<file path="config.mk">
export PLATFORM = sky130hd
export DESIGN_NAME = scsa_top
export DESIGN_NICKNAME = d
export VERILOG_FILES = /design/src/rtl/scsa_pkg.sv /design/src/rtl/scsa_cell.sv /design/src/rtl/scsa_chain0.sv /design/src/rtl/scsa_lane1.sv /design/src/rtl/scsa_railmux.sv /design/src/rtl/scsa_top.sv
export SDC_FILE = /design/constraint.sdc
export NUM_CORES = 1
export LEC_CHECK = 0
export BUFFER_PORTS_ARGS = -buffer_cell sky130_fd_sc_hd__buf_2
export CAP_MARGIN = 10
export CORE_ASPECT_RATIO = 1.75
export CORE_UTILIZATION = 48
export CTS_CLUSTER_SIZE = 10
export DETAILED_ROUTE_END_ITERATION = 10
export GPL_ROUTABILITY_DRIVEN = 0
export GPL_TIMING_DRIVEN = 1
export PLACE_DENSITY = 0.81
export SKIP_CTS_REPAIR_TIMING = 1
export SLEW_MARGIN = 10
export SYNTH_ARGS = -nofsm -noshare
export SYNTH_HDL_FRONTEND = slang
export SYNTH_SLANG_ARGS = --single-unit
</file>
<file path="constraint.sdc">
create_clock -name clk -period 9.1 [get_ports clk]
set_input_delay 1.82 -clock clk [delete_from_list [all_inputs] [get_ports clk]]
set_output_delay 1.82 -clock clk [all_outputs]
set_load 0.01 [all_outputs]
</file>
<file path="src/rtl/scsa_pkg.sv">
package scsa_pkg;

  typedef enum logic {
    LANE_CIN0 = 1'b0,
    LANE_CIN1 = 1'b1
  } lane_sel_e;

  // Cell check: with all three inputs equal, sum and carry must agree.
  // Otherwise they must differ. eqt_n is low exactly when the inputs are equal.
  function automatic logic cell_fault(input logic s, input logic c, input logic eqt_n);
    logic agree;
    agree = ~(s ^ c);
    return ~(agree ^ eqt_n);
  endfunction

endpackage

</file>
<file path="src/rtl/scsa_cell.sv">
module scsa_cell
  import scsa_pkg::*;
(
  input  logic x,
  input  logic y,
  input  logic ci,
  output logic s,
  output logic co,
  output logic fault
);
  logic eqt_n;

  // Sum and carry are formed with no shared sub-terms.
  assign s     = x ^ y ^ ci;
  assign co    = (x & y) | (ci & (x | y));
  assign eqt_n = ~((~x & ~y & ~ci) | (x & y & ci));
  assign fault = cell_fault(s, co, eqt_n);
endmodule

</file>
<file path="src/rtl/scsa_chain0.sv">
module scsa_chain0 #(
  parameter int N = 16
) (
  input  logic [N-1:0] a,
  input  logic [N-1:0] b,
  output logic [N-1:0] s0,
  output logic         c0,
  output logic [N-1:0] cell_err
);
  logic [N:0] carry;

  assign carry[0] = 1'b0;

  for (genvar i = 0; i < N; i++) begin : g_cell
    scsa_cell u_cell (
      .x    (a[i]),
      .y    (b[i]),
      .ci   (carry[i]),
      .s    (s0[i]),
      .co   (carry[i+1]),
      .fault(cell_err[i])
    );
  end

  assign c0 = carry[N];
endmodule

</file>
<file path="src/rtl/scsa_lane1.sv">
module scsa_lane1 #(
  parameter int N = 16
) (
  input  logic [N-1:0] s0,
  input  logic         c0,
  output logic [N-1:0] s1,
  output logic         c1
);
  // run[j] is 1 when every carry-in-0 sum bit below j is 1.
  logic [N-1:0] run;

  assign run[0] = 1'b1;
  for (genvar j = 1; j < N; j++) begin : g_run
    assign run[j] = run[j-1] & s0[j-1];
  end

  for (genvar j = 0; j < N; j++) begin : g_flip
    assign s1[j] = s0[j] ^ run[j];
  end

  // The carry and the all-ones run cannot both be 1, so XOR is enough.
  assign c1 = c0 ^ (run[N-1] & s0[N-1]);
endmodule

</file>
<file path="src/rtl/scsa_railmux.sv">
module scsa_railmux
  import scsa_pkg::*;
#(
  parameter int W = 17
) (
  input  lane_sel_e    sel,
  input  logic [W-1:0] d0,
  input  logic [W-1:0] d1,
  output logic [W-1:0] y_t,
  output logic         rail_bad
);
  logic [W-1:0] d0_n;
  logic [W-1:0] d1_n;
  logic [W-1:0] y_c;
  logic [W-1:0] agree;

  assign d0_n = ~d0;
  assign d1_n = ~d1;

  for (genvar i = 0; i < W; i++) begin : g_bit
    always_comb begin
      y_t[i] = (sel == LANE_CIN1) ? d1[i]   : d0[i];
      y_c[i] = (sel == LANE_CIN1) ? d1_n[i] : d0_n[i];
    end
    assign agree[i] = ~(y_t[i] ^ y_c[i]);
  end

  assign rail_bad = |agree;
endmodule

</file>
<file path="src/rtl/scsa_top.sv">
module scsa_top
  import scsa_pkg::*;
#(
  parameter int N = 16
) (
  input  logic         clk,
  input  logic         rst,
  input  logic [N-1:0] op_a,
  input  logic [N-1:0] op_b,
  input  logic         cin,
  output logic [N-1:0] sum,
  output logic         cout,
  output logic [N-1:0] bit_err,
  output logic         err_any
);
  localparam int W = N + 1;

  logic [N-1:0] sum0;
  logic         cout0;
  logic [N-1:0] sum1;
  logic         cout1;
  logic [N-1:0] cell_err;
  logic [W-1:0] picked;
  logic         rail_bad;
  lane_sel_e    lane;

  assign lane = lane_sel_e'(cin);

  scsa_chain0 #(.N(N)) u_chain0 (
    .a       (op_a),
    .b       (op_b),
    .s0      (sum0),
    .c0      (cout0),
    .cell_err(cell_err)
  );

  scsa_lane1 #(.N(N)) u_lane1 (
    .s0(sum0),
    .c0(cout0),
    .s1(sum1),
    .c1(cout1)
  );

  scsa_railmux #(.W(W)) u_mux (
    .sel     (lane),
    .d0      ({cout0, sum0}),
    .d1      ({cout1, sum1}),
    .y_t     (picked),
    .rail_bad(rail_bad)
  );

  always_ff @(posedge clk) begin
    if (rst) begin
      sum     <= '0;
      cout    <= 1'b0;
      bit_err <= '0;
      err_any <= 1'b0;
    end else begin
      sum     <= picked[N-1:0];
      cout    <= picked[N];
      bit_err <= cell_err;
      err_any <= (|cell_err) | rail_bad;
    end
  end
endmodule

</file>
# Yosys cells after proc, flatten, opt, wreduce, memory -nomap -nowiden
# Index checks and enable logic that the tools add are counted.
# op_classes
n_mux,34
bitwise_logic,349
n_reduce_logical,2
# op_table
operator,count
1-bit NOT,113
1-bit XOR,96
1-bit AND,92
1-bit bitwise OR,46
1-bit 2-to-1 mux,34
17-bit NOT,2
17-bit OR reduction,1
16-bit OR reduction,1
# word_totals
reg_bits,34
input_bits,35
out_inout_bits,34
elab_cells,389

# Logic depth before layout (Yosys ltp)
# logic_depth
ltp_word,38
ltp_mapped,22

# Cells and area by module
# From an unflattened synthesis, not the netlist that was laid out.
# unflattened
hier_cells,244
area_unflattened_um2,2708.8
# by_module_without_submodules
module,instances,cells_per_inst,area_per_inst_um2
scsa_cell,16,8,80.1
scsa_top,1,77,952.2
scsa_railmux,1,21,271.5
scsa_lane1,1,17,200.2
scsa_chain0,1,1,3.8

# Least setup slack after synthesis
# Ideal clock, no wire load.
# synth_timing
kind,input port to flip-flop
startpoint,input port op_a[0]
endpoint,register err_any
setup_time_ns,0.125
arrival_ns,9.302
path_slack_ns,-0.327
cell_stages,21
path_buffers,0
path_cell_list,ha_1 -> inv_1 -> fa_1 -> fa_1 -> fa_1 -> fa_1 -> fa_1 -> fa_1 -> fa_1 -> fa_1 -> fa_1 -> fa_1 -> fa_1 -> fa_1 -> fa_1 -> inv_1 -> fa_1 -> xor2_1 -> xnor2_1 -> nand4_1 -> o41a_1
# synth_via
elab_chain_cells,38
# synth_lines
element,line,text
start: declaration,scsa_top.sv:8,"input logic [N-1:0] op_a,"
1-bit AND,--,
1-bit AND,scsa_cell.sv:15,assign co = (x & y) | (ci & (x | y));
1-bit bitwise OR,scsa_cell.sv:15,
1-bit AND,scsa_cell.sv:15,
1-bit bitwise OR,scsa_cell.sv:15,
1-bit AND,scsa_cell.sv:15,
1-bit bitwise OR,scsa_cell.sv:15,
1-bit AND,scsa_cell.sv:15,
[... 22 more ...],--,
1-bit bitwise OR or 1-bit AND (tied branches),"scsa_cell.sv:15, scsa_lane1.sv:22",
1-bit XOR,scsa_lane1.sv:22,assign c1 = c0 ^ (run[N-1] & s0[N-1]);
17-bit NOT,scsa_railmux.sv:18,assign d1_n = ~d1;
1-bit 2-to-1 mux,scsa_railmux.sv:23,y_c[i] = (sel == LANE_CIN1) ? d1_n[i] : d0_n[i];
1-bit XOR,scsa_railmux.sv:25,assign agree[i] = ~(y_t[i] ^ y_c[i]);
1-bit NOT,scsa_railmux.sv:25,
17-bit OR reduction,scsa_railmux.sv:28,assign rail_bad = |agree;
1-bit bitwise OR (*),scsa_top.sv:62,err_any <= (|cell_err) | rail_bad;
end signal: assignment,scsa_top.sv:62,
end: declaration,scsa_top.sv:14,output logic err_any
# Mark *: on every way between the ends. The rest lies on a longest branch, timed or not.
# A chain may end at the register's enable or synchronous reset.

# Worst setup path after layout
# layout_timing
startpoint,input port op_b[0]
endpoint,register err_any
# layout_via
elab_chain_cells,38
# layout_lines
element,line,text
start: declaration,scsa_top.sv:9,"input logic [N-1:0] op_b,"
1-bit AND,--,
1-bit AND,scsa_cell.sv:15,
1-bit bitwise OR,scsa_cell.sv:15,
1-bit AND,scsa_cell.sv:15,
1-bit bitwise OR,scsa_cell.sv:15,
1-bit AND,scsa_cell.sv:15,
1-bit bitwise OR,scsa_cell.sv:15,
1-bit AND,scsa_cell.sv:15,
[... 22 more ...],--,
1-bit bitwise OR or 1-bit AND (tied branches),"scsa_cell.sv:15, scsa_lane1.sv:22",
1-bit XOR,scsa_lane1.sv:22,
17-bit NOT,scsa_railmux.sv:18,
1-bit 2-to-1 mux,scsa_railmux.sv:23,
1-bit XOR,scsa_railmux.sv:25,
1-bit NOT,scsa_railmux.sv:25,
17-bit OR reduction,scsa_railmux.sv:28,
1-bit bitwise OR (*),scsa_top.sv:62,
# Marked as above.

==> metrics.cfg <==
[run_status]
status=completed

[sta]
holdWs_ns=2.03
grt_setup_unrepaired=no
fin_crit_ns=8.86
finalSetupViolCount=0
worst_pin_slew_ns=0.607
finalSetupTns_ns=0
fmax_mhz=113
final_max_slew_viol_count=0
slew_headroom_pct=59.6
finalHoldViolations=0
post-route-period-util_pct=97.4

[worst_hold_path]
hold_path_class=in -> reg

[global_route]
grt_max_degree=34
grt_overflow=0
grt_usage_pct=18.6
grt_pass1_wl_mm=8.04
grt_pass1_vias=1972
grt_antenna_before_repair=1

[setup_path]
crit_family=adder cells
cp-start-kind=input port
worst-endpoint-arrival_ns=9.03
cp_slowest_cell=fa_1
cp.required_ns=9.27
cpMostUsedCell=fa_1
crit_type=in -> reg
crit_fanout=3
cp-end-kind=flop
slowest_delay_ns=0.46
crit_path_cell_trace=buf_2 -> ha_1 -> inv_1 -> fa_1 -> fa_1 -> fa_1 -> fa_1 -> fa_1 -> fa_1 -> fa_1 -> fa_2 -> fa_2 -> fa_2 -> fa_2 -> fa_2 -> fa_1 -> inv_1 -> fa_1 -> xor2_1 -> xnor2_1 -> nand4_1 -> o41a_1
path_buf_inv=3

[synthesis]
syn_area_per_cell_um2=9.30
ys_dominant_reg_cell=dfxtp_1
synth_edf_count=0
synth_seq_cells=34
yosys_warnings=0
synth_area_mm2=0.00250
syn_inst=269
synth_fp_nets=365
yosys.cell_types.count=20
async_flop_share_pct=0
ys_seq_area_share_pct=27.2

[floorplanning]
die_w_um=56.6
core_area_mm2=0.00498
design.portCount=69
rows=34
die_h_um=97.5
start_util_pct=50.3
dieArea_mm2=0.00552

[clock_network]
cts_buffers=5
clockBufferDepth=2
clockRootBuffer=clkbuf_8
cts.clk_slew.worst_paths_ns=0.06
clock_sinks=34
cts_tree=done
htreeDepth=2

[detailed_routing]
detail_route.vias_per_cell=4.77
via_count=1903
drcViolationCount=0
ant_nets=0
drt_wl_total_mm=4.75
routedWlPerCell_um=11.9
dr.pass1.iters=4
first_iter_violations=28

[layout]
nets=440
drive_gt1_share_pct=25.0
post-route-util_pct=60.8
final_cell_mix=buf_2, inv_1, ha_1, nor2_1, dfxtp_1
final_common_cell=buf_2
fin_cells=399
area_delta_synth_final_pct=21.0

[power_and_ir_drop]
p_total_uw=479
vdd_drop_max_mv=0.111
combinationalPowerShare_pct=41.1
net-switching-power_uw=165
swShare_pct=34.4
power_frac_seq_pct=37.2
internal_power_uw=314
pwr-share-clk_pct=21.7
p_per_area_mw_per_mm2=158
power_leakage_nw=1.70

[placement]
dp_hpwl_mm=3.98
io_buffer_count=68
dpl.cell_count=391

[job]
drv_cap=0

final cells by class:
type / count / area, um^2
Antenna cell: 1 / 2.50
Clock buffer: 7 / 76.3
Fill cell: 449 / 1950
Inverter: 49 / 184
Multi-Input combinational cell: 179 / 1620
Sequential cell: 34 / 681
Tap cell: 54 / 67.6
Timing Repair Buffer: 75 / 393
final timing paths:
kind                 from         end  slack (ns)  cells past startpoint
setup / recovery  op_b[0]     err_any        0.24                     22
hold / removal        rst  bit_err[7]        2.03                      2
cell usage after synthesis (4+ instances only):
| master | instances | area share (%) |
|---|---|---|
| inv_1 | 49 | 7.4 |
| ha_1 | 47 | 23 |
| nor2_1 | 44 | 6.6 |
| dfxtp_1 | 34 | 27 |
| xnor2_1 | 16 | 5.6 |
| a21oi_1 | 15 | 3.0 |
| mux2i_1 | 15 | 6.0 |
| xor2_1 | 15 | 5.3 |
| fa_1 | 14 | 11 |
| clkbuf_1 | 7 | 1.1 |
| nand4_1 | 4 | 1.0 |
stage by stage:
| stage | worst slack (ns) | cell area, um^2 |
|---|---|---|
| after CTS | 0.206 | 3030 |
| final | 0.236 | 3030 |
| after global routing | 0.00639 | 3030 |
| after floorplan | 0.00430 | 2510 |
| after global placement | 0.0759 | 2950 |
| after detailed placement | -0.101 | 2950 |
metal layers:
layer / up-vias / share of wire, % / track usage [%]
met5: - / 0 / 0
met4: 0 / 3.9 / 9.01
met3: 14 / 3.6 / 3.46
met2: 50 / 57 / 36.5
met1: 879 / 36 / 17.4
li1: 960 / - / -
kinds of logic (layout without fill, tap and decap cells):
kind of cell               Yosys count  count (layout)  synth area share (%)
buffers and inverters               56             131                  8.40
and+or+nand+nor                     54              54                  8.95
xor gates and xnor gates            31              31                  10.8
other                                1               2                 0.150
DFF                                 34              34                  27.2
adders and majority gates           61              61                  34.7
muxes                               15              15                  6.00
AOI/OAI and AO/OA                   17              17                  3.75
flip-flops by register name, summed over array words and instances (netlist names):
register,count
bit_err,16
cout,1
err_any,1
sum,16
power by group through the flow:
stage	clock, mW	sequential, mW	combinational [mW]
final	0.104	0.178	0.197
after detailed placement	0	0.182	0.199
after floorplan	0	0.196	0.121
after CTS	0.107	0.179	0.200
after global placement	0	0.182	0.191
after global routing	0.113	0.181	0.221
No activity file was read; power rests on OpenSTA's default activity.
